==> src/rtl/i2cseq_pkg.sv <==
package i2cseq_pkg;

    localparam int SLOT_W = 10;

    typedef enum logic [1:0] {
        ATTR_OFF   = 2'b00,
        ATTR_START = 2'b01,
        ATTR_CONT  = 2'b10,
        ATTR_STOP  = 2'b11
    } attr_e;

    typedef enum logic [2:0] {
        ST_IDLE,
        ST_PICK,
        ST_START,
        ST_BIT,
        ST_STOP
    } state_e;

endpackage

==> src/rtl/i2cseq_sync.sv <==
module i2cseq_sync #(
    parameter int W      = 2,
    parameter int STAGES = 2
) (
    input  logic         clk,
    input  logic         rst_n,
    input  logic [W-1:0] din,
    output logic [W-1:0] dout
);
    localparam int CHAIN_W = W * STAGES;

    logic [CHAIN_W-1:0] chain_d, chain_q;

    generate
        if (STAGES > 1) begin : g_multi
            always_comb chain_d = {chain_q[CHAIN_W-W-1:0], din};
        end else begin : g_single
            always_comb chain_d = din;
        end
    endgenerate

    always_ff @(posedge clk or negedge rst_n) begin
        if (!rst_n) chain_q <= '1;
        else        chain_q <= chain_d;
    end

    assign dout = chain_q[CHAIN_W-1 -: W];
endmodule

==> src/rtl/i2cseq_tick.sv <==
module i2cseq_tick #(
    parameter int W = 16
) (
    input  logic         clk,
    input  logic         rst_n,
    input  logic [W-1:0] limit,
    input  logic         restart,
    output logic         tick
);
    logic [W-1:0] cnt_d, cnt_q;

    assign tick = (cnt_q == limit);

    always_comb begin
        cnt_d = cnt_q + 1'b1;
        if (restart || tick) cnt_d = '0;
    end

    always_ff @(posedge clk or negedge rst_n) begin
        if (!rst_n) cnt_q <= '0;
        else        cnt_q <= cnt_d;
    end
endmodule

==> src/rtl/i2cseq_top.sv <==
module i2cseq_top
    import i2cseq_pkg::*;
#(
    parameter int DIV_W       = 16,
    parameter int SYNC_STAGES = 2,
    parameter int NBYTES      = 3
) (
    input  logic                     clk,
    input  logic                     rst_n,
    input  logic                     ctl_wr,
    input  logic [NBYTES*SLOT_W-1:0] ctl_wdata,
    output logic [NBYTES*SLOT_W-1:0] ctl_rdata,
    input  logic [DIV_W-1:0]         div_cfg,
    input  logic                     irq_en,
    output logic                     busy,
    output logic                     done,
    output logic                     arb_lost,
    output logic                     nack_err,
    output logic                     irq,
    input  logic                     scl_i,
    input  logic                     sda_i,
    output logic                     scl_oe,
    output logic                     sda_oe
);
    localparam int WORD_W = NBYTES * SLOT_W;
    localparam int IDX_W  = (NBYTES > 1) ? $clog2(NBYTES) : 1;
    localparam logic [IDX_W-1:0] LAST_IDX = IDX_W'(NBYTES - 1);

    typedef struct packed {
        state_e            st;
        logic [1:0]        ph;
        logic [IDX_W-1:0]  idx;
        logic [3:0]        bitn;
        logic [7:0]        sh;
        logic [WORD_W-1:0] word;
        attr_e             attr;
        logic              owned;
        logic              rd;
        logic              cur_rd;
        logic              scl_drv;
        logic              sda_drv;
        logic              busy;
        logic              done;
        logic              arb;
        logic              nack;
    } regs_t;

    regs_t q, n;
    logic scl_s, sda_s, tick, restart, adv, fin, out_one;
    logic [SLOT_W-1:0] slot;
    attr_e slot_attr;

    i2cseq_sync #(.W(2), .STAGES(SYNC_STAGES)) u_sync (
        .clk  (clk),
        .rst_n(rst_n),
        .din  ({scl_i, sda_i}),
        .dout ({scl_s, sda_s})
    );

    i2cseq_tick #(.W(DIV_W)) u_tick (
        .clk    (clk),
        .rst_n  (rst_n),
        .limit  (div_cfg),
        .restart(restart),
        .tick   (tick)
    );

    assign slot      = q.word[int'(q.idx)*SLOT_W +: SLOT_W];
    assign slot_attr = attr_e'(slot[9:8]);

    // Level to leave on SDA for the current bit (1 = released).
    always_comb begin
        if (q.bitn != 4'd8) out_one = q.cur_rd ? 1'b1 : q.sh[7];
        else                out_one = q.cur_rd ? (q.attr == ATTR_STOP) : 1'b1;
    end

    always_comb begin
        n       = q;
        restart = 1'b0;
        adv     = 1'b0;
        fin     = 1'b0;
        case (q.st)
            ST_IDLE: begin
                restart = 1'b1;
                if (ctl_wr) begin
                    n.word = ctl_wdata;
                    n.idx  = LAST_IDX;
                    n.busy = 1'b1;
                    n.done = 1'b0;
                    n.arb  = 1'b0;
                    n.nack = 1'b0;
                    n.st   = ST_PICK;
                end
            end
            ST_PICK: begin
                restart = 1'b1;
                n.sh    = slot[7:0];
                n.attr  = slot_attr;
                n.ph    = 2'd0;
                n.bitn  = 4'd0;
                case (slot_attr)
                    ATTR_OFF: adv = 1'b1;
                    ATTR_START: begin
                        n.st     = ST_START;
                        n.rd     = slot[0];
                        n.cur_rd = 1'b0;
                    end
                    default: begin
                        n.st     = ST_BIT;
                        n.cur_rd = q.rd;
                    end
                endcase
            end
            ST_START: begin
                case (q.ph)
                    2'd0: begin
                        n.sda_drv = 1'b0;
                        if (tick) begin
                            n.scl_drv = 1'b0;
                            n.ph      = 2'd1;
                        end
                    end
                    2'd1: begin
                        restart = 1'b1;
                        if (scl_s) n.ph = 2'd2;
                    end
                    2'd2: if (tick) begin
                        if (!sda_s) begin
                            n.arb = 1'b1; n.scl_drv = 1'b0; n.sda_drv = 1'b0;
                            n.owned = 1'b0; fin = 1'b1;
                        end else begin
                            n.sda_drv = 1'b1;
                            n.ph      = 2'd3;
                        end
                    end
                    default: if (tick) begin
                        n.scl_drv = 1'b1;
                        n.owned   = 1'b1;
                        n.st      = ST_BIT;
                        n.ph      = 2'd0;
                    end
                endcase
            end
            ST_BIT: begin
                case (q.ph)
                    2'd0: if (tick) begin
                        n.sda_drv = !out_one;
                        n.ph      = 2'd1;
                    end
                    2'd1: if (tick) begin
                        n.scl_drv = 1'b0;
                        n.ph      = 2'd2;
                    end
                    2'd2: begin
                        restart = 1'b1;
                        if (scl_s) n.ph = 2'd3;
                    end
                    default: if (tick) begin
                        if (q.bitn != 4'd8 && !q.cur_rd && !q.sda_drv && !sda_s) begin
                            n.arb = 1'b1; n.scl_drv = 1'b0; n.sda_drv = 1'b0;
                            n.owned = 1'b0; fin = 1'b1;
                        end else begin
                            n.scl_drv = 1'b1;
                            n.ph      = 2'd0;
                            if (q.bitn != 4'd8) begin
                                n.sh   = {q.sh[6:0], sda_s};
                                n.bitn = q.bitn + 4'd1;
                            end else begin
                                if (q.cur_rd) n.word[int'(q.idx)*SLOT_W +: 8] = q.sh;
                                if (!q.cur_rd && sda_s) begin
                                    n.nack = 1'b1;
                                    n.st   = ST_STOP;
                                end else if (q.attr == ATTR_STOP) begin
                                    n.st = ST_STOP;
                                end else begin
                                    adv = 1'b1;
                                end
                            end
                        end
                    end
                endcase
            end
            ST_STOP: begin
                case (q.ph)
                    2'd0: if (tick) begin
                        n.sda_drv = 1'b1;
                        n.ph      = 2'd1;
                    end
                    2'd1: if (tick) begin
                        n.scl_drv = 1'b0;
                        n.ph      = 2'd2;
                    end
                    2'd2: begin
                        restart = 1'b1;
                        if (scl_s) n.ph = 2'd3;
                    end
                    default: if (tick) begin
                        n.sda_drv = 1'b0;
                        n.owned   = 1'b0;
                        if (q.nack) fin = 1'b1;
                        else        adv = 1'b1;
                    end
                endcase
            end
            default: n.st = ST_IDLE;
        endcase
        if (adv) begin
            if (q.idx == '0) begin
                fin = 1'b1;
            end else begin
                n.idx = q.idx - 1'b1;
                n.st  = ST_PICK;
            end
        end
        if (fin) begin
            n.st   = ST_IDLE;
            n.busy = 1'b0;
            n.done = 1'b1;
        end
    end

    always_ff @(posedge clk or negedge rst_n) begin
        if (!rst_n) q <= '0;
        else        q <= n;
    end

    assign ctl_rdata = q.word;
    assign busy      = q.busy;
    assign done      = q.done;
    assign arb_lost  = q.arb;
    assign nack_err  = q.nack;
    assign irq       = q.done && irq_en;
    assign scl_oe    = q.scl_drv;
    assign sda_oe    = q.sda_drv;

    // after losing the bus, neither line is pulled
    p_arb_release_r8: assert property (@(posedge clk) disable iff (!rst_n)
        q.arb |-> (!q.scl_drv && !q.sda_drv));

    // the two error outcomes never coexist; a refused byte ends with the bus free
    p_err_excl_r7: assert property (@(posedge clk) disable iff (!rst_n)
        !(q.arb && q.nack));
    p_nack_release_r7: assert property (@(posedge clk) disable iff (!rst_n)
        (q.nack && q.done) |-> (!q.owned && !q.scl_drv));

    // during byte transfer SDA only moves while SCL is held low
    p_sda_moves_low_r4: assert property (@(posedge clk) disable iff (!rst_n)
        (q.st == ST_BIT && !$stable(q.sda_drv)) |-> $past(q.scl_drv));

    // an accepted write raises busy; done only follows a busy sequence
    p_start_busy_r10: assert property (@(posedge clk) disable iff (!rst_n)
        (!q.busy && ctl_wr) |=> q.busy);
    p_done_after_busy_r10: assert property (@(posedge clk) disable iff (!rst_n)
        $rose(q.done) |-> $past(q.busy));
endmodule

==> config.mk <==
export PLATFORM = sky130hd
export DESIGN_NAME = i2cseq_top
export DESIGN_NICKNAME = d
export VERILOG_FILES = /design/src/rtl/i2cseq_pkg.sv /design/src/rtl/i2cseq_sync.sv /design/src/rtl/i2cseq_tick.sv /design/src/rtl/i2cseq_top.sv
export SDC_FILE = /design/constraint.sdc
export NUM_CORES = 1
export LEC_CHECK = 0
export BUFFER_PORTS_ARGS = -buffer_cell sky130_fd_sc_hd__buf_2
export CORE_MARGIN = 2
export CORE_UTILIZATION = 55
export CTS_CLUSTER_DIAMETER = 120
export DETAILED_ROUTE_END_ITERATION = 8
export PLACE_DENSITY = 0.89
export SETUP_SLACK_MARGIN = 0.4
export SLEW_MARGIN = 10
export SYNTH_ARGS = -nofsm -noshare
export SYNTH_HDL_FRONTEND = slang
export SYNTH_SLANG_ARGS = --single-unit
==> constraint.sdc <==
create_clock -name clk -period 3.98 [get_ports clk]
set_clock_uncertainty 0.1 [all_clocks]
set_input_delay 0.398 -clock clk [delete_from_list [all_inputs] [get_ports clk]]
set_output_delay 0.398 -clock clk [all_outputs]
set_load 0.005 [all_outputs]
==> run summary <==
die width - 102.0 um
asr flop ratio synth - 1.000
final RePlAce weighted congestion - 0.9851
synth warn - 0
Die ar. - 0.01040 sq mm
antenna violations before repair - 0
Crit. End Element - flop
syn nets - 650
PD cells - 715.2 mW/mm^2
Top FF cell, synth - dfrtp_1
Post-CTS Setup Bufs - 0
max frequency - 346.3 MHz
pin count of the biggest net entering global routing - 80
vias in the first global route - 4473
Worst setup SP type - flop
Static Leak - 2.617 nW
share of layout cells above drive strength 1 - 0.2404
HP Class - input port to flop
Slowest-stage cell, CP - ha_1
worst stage delay on the critical path - 760 ps
DR WL/cell - 18.02 um
Cell Chain, Critical Path - inv_1, ha_1, mux2i_1, nor2_1, a21oi_1, o22ai_1, a22o_1, mux2_1
Final Max Slew Viols - 0
share of the synthesized area in the top cell type - 0.3554
Antenna Cells - 0
Hold Vio Cnt, Final - 0
outcome - complete, no violations
CP Data Required Time - 4130 ps
Mapped Cells - 583
Sink Count - 79
ratio of final minimum period to clock period - 0.7255
IO Pins - 89
Overflow after GRT - 0
CTS Buf Count - 9
register area share after synthesis - 0.3753
clock slew at reported path FFs - 80 ps
syn_area_per_cell - 9.059 sq um
number of port buffers - 88
DRT Pass-1 Iters - 4
final-stage net count - 690
maximum capacitance violations - 0
Worst Tran Pin Value - 997.7 ps
EDFF count, synth - 0
CORE AREA - 0.009284 sq mm
Max VDD drop - 0.2825 mV
DR vias - 4632
HPWL Detailed - 9864 um
Area contributors post-synth - dfrtp_1 36%, mux2_2 6.8%, buf_4 4.3%, xor2_1 4.1%, o21ai_0 4.0%
Syn Std Cell Area - 0.005281 sq mm
Area Overhead vs Synth - 10.04%
DR DRC count - 0
Critical Path AT - 3040 ps
overall power - 0.004157 W
CTS H-tree lvls - 3
CP delay by family, top - adder cells
vias per cell - 6.119
WP buf/inv - 1
clk_lat worst skew - 360 ps
Clock Tree Root - clkbuf_8
maximum root-to-sink buffer count - 2
Initial Util - 0.5689
hold buffers post-CTS - 0
most common cell in the netlist - dfrtp_1
remaining antenna violation count after routing - 0
Final Setup Violations - 0
DRT iter0 DRCs - 289
RSZ-0062 raised after global routing - false
post-synth top area cell - dfrtp_1
global-route wire length before repair - 22070 um
setup TNS - 0 ps
CTS resizes - 0
row count - 35
TritonCTS clock tree - done
critical path class - flop to flop
Die Y - 102.0 um
Synth cell types - 62
Routed WL - 13640 um
Seq cells post-synth - 79
All-Layer GR Usage - 0.2693
critical path fanouts, max - 20
Max-slew headroom - 0.3348
min cycle time layout - 2887 ps
Post-synth top cells - 75 x dfrtp_1, 53 x nand2_1, 44 x nor2_1, 42 x o21ai_0, 32 x mux2_2
-- registers in the layout, summed over array words and instances, names as in the netlist, named ones only --
name            cells
ctl_rdata          30
q                  22
u_tick.cnt_q       16
u_sync.chain_q      4
arb_lost            1
busy                1
done                1
nack_err            1
scl_oe              1
sda_oe              1
-- report_power, final --
part	switching, W	total (W)	internal [W]
Combinational	0.00120	0.00205	0.000856
Clock	0.000294	0.000746	0.000452
Sequential	0.000294	0.00136	0.00106
-- worst register-to-register path: stages, from the launching register on --
cell and delay, ps:
dfrtp_1 450, inv_1 250, ha_1 760, mux2i_1 250, nor2_1 60, a21oi_1 280
o22ai_1 150, a22o_1 210, mux2_1 280
-- cells in the final DEF (no fill, tap or decap), drive strengths merged, types with 13 or more instances in the layout --
cell type / Yosys / layout
clkbuf: 26 / 13
a22o: 14 / 14
nand3: 21 / 21
mux2: 36 / 36
buf: 38 / 93
nand2: 53 / 53
nor2: 44 / 44
xor2: 25 / 25
inv: 13 / 13
dfrtp: 75 / 75
o21ai: 53 / 53
a21oi: 18 / 18
ha: 15 / 15
-- cell families after synthesis --
group,after synthesis,synth area share
AOI/OAI and AO/OA,152,0.1931
buffers and inverters,77,0.07747
adders and majority gates,15,0.03554
muxes,46,0.09571
and+or+nand+nor,184,0.1732
DFF,79,0.3753
xor gates and xnor gates,30,0.04975
-- layout make-up --
type,instances,area [sq um]
multi-input cells,427,2890
flip-flops and latches,79,1982
clock inverters,3,90.09
fillers,769,3472
well taps,129,161.4
inverters,13,48.80
repair buffers,93,480.5
clock buffers,13,158.9
-- per-stage QoR --
step	area [sq um]	worst slack (ps)	utilization	hold slack, ps	std cells
4_1_cts	5812	1146	0.6260	16.49	757
2_1_floorplan	5281	995.1	-	2.409	583
3_3_place_gp	5563	1154	0.5992	246.1	741
3_5_place_dp	5563	1139	0.5992	247.3	741
5_1_grt	5812	894.2	0.6260	13.69	757
6_report	5812	1093	0.6260	26.68	757
-- metal layers --
layer / track usage / part of all wire
met5: 0 / 0
met4: 0.09744 / 0.022
met3: 0.03762 / 0.058
met2: 0.4388 / 0.48
met1: 0.3687 / 0.44
-- final timing paths --
| check | cells past startpoint | slack [ps] | start | end |
|---|---|---|---|---|
| worst max-delay path | 8 | 1090 | q[54]$_DFF_PN0_ | ctl_rdata[27]$_DFFE_PN0P_ |
| worst min-delay path | 1 | 30 | sda_i | u_sync.chain_q[0]$_DFF_PN1_ |
| worst max register to register | 8 | 1090 | q[54]$_DFF_PN0_ | ctl_rdata[27]$_DFFE_PN0P_ |
| worst min register to register | 0 | 260 | u_sync.chain_q[1]$_DFF_PN1_ | u_sync.chain_q[3]$_DFF_PN1_ |
| max in group asynchronous | 1 | 3040 | rst_n | ctl_rdata[24]$_DFFE_PN0P_ |
| min in group asynchronous | 1 | 100 | rst_n | scl_oe$_DFFE_PN0P_ |
Power figures use the tool's default switching activity.
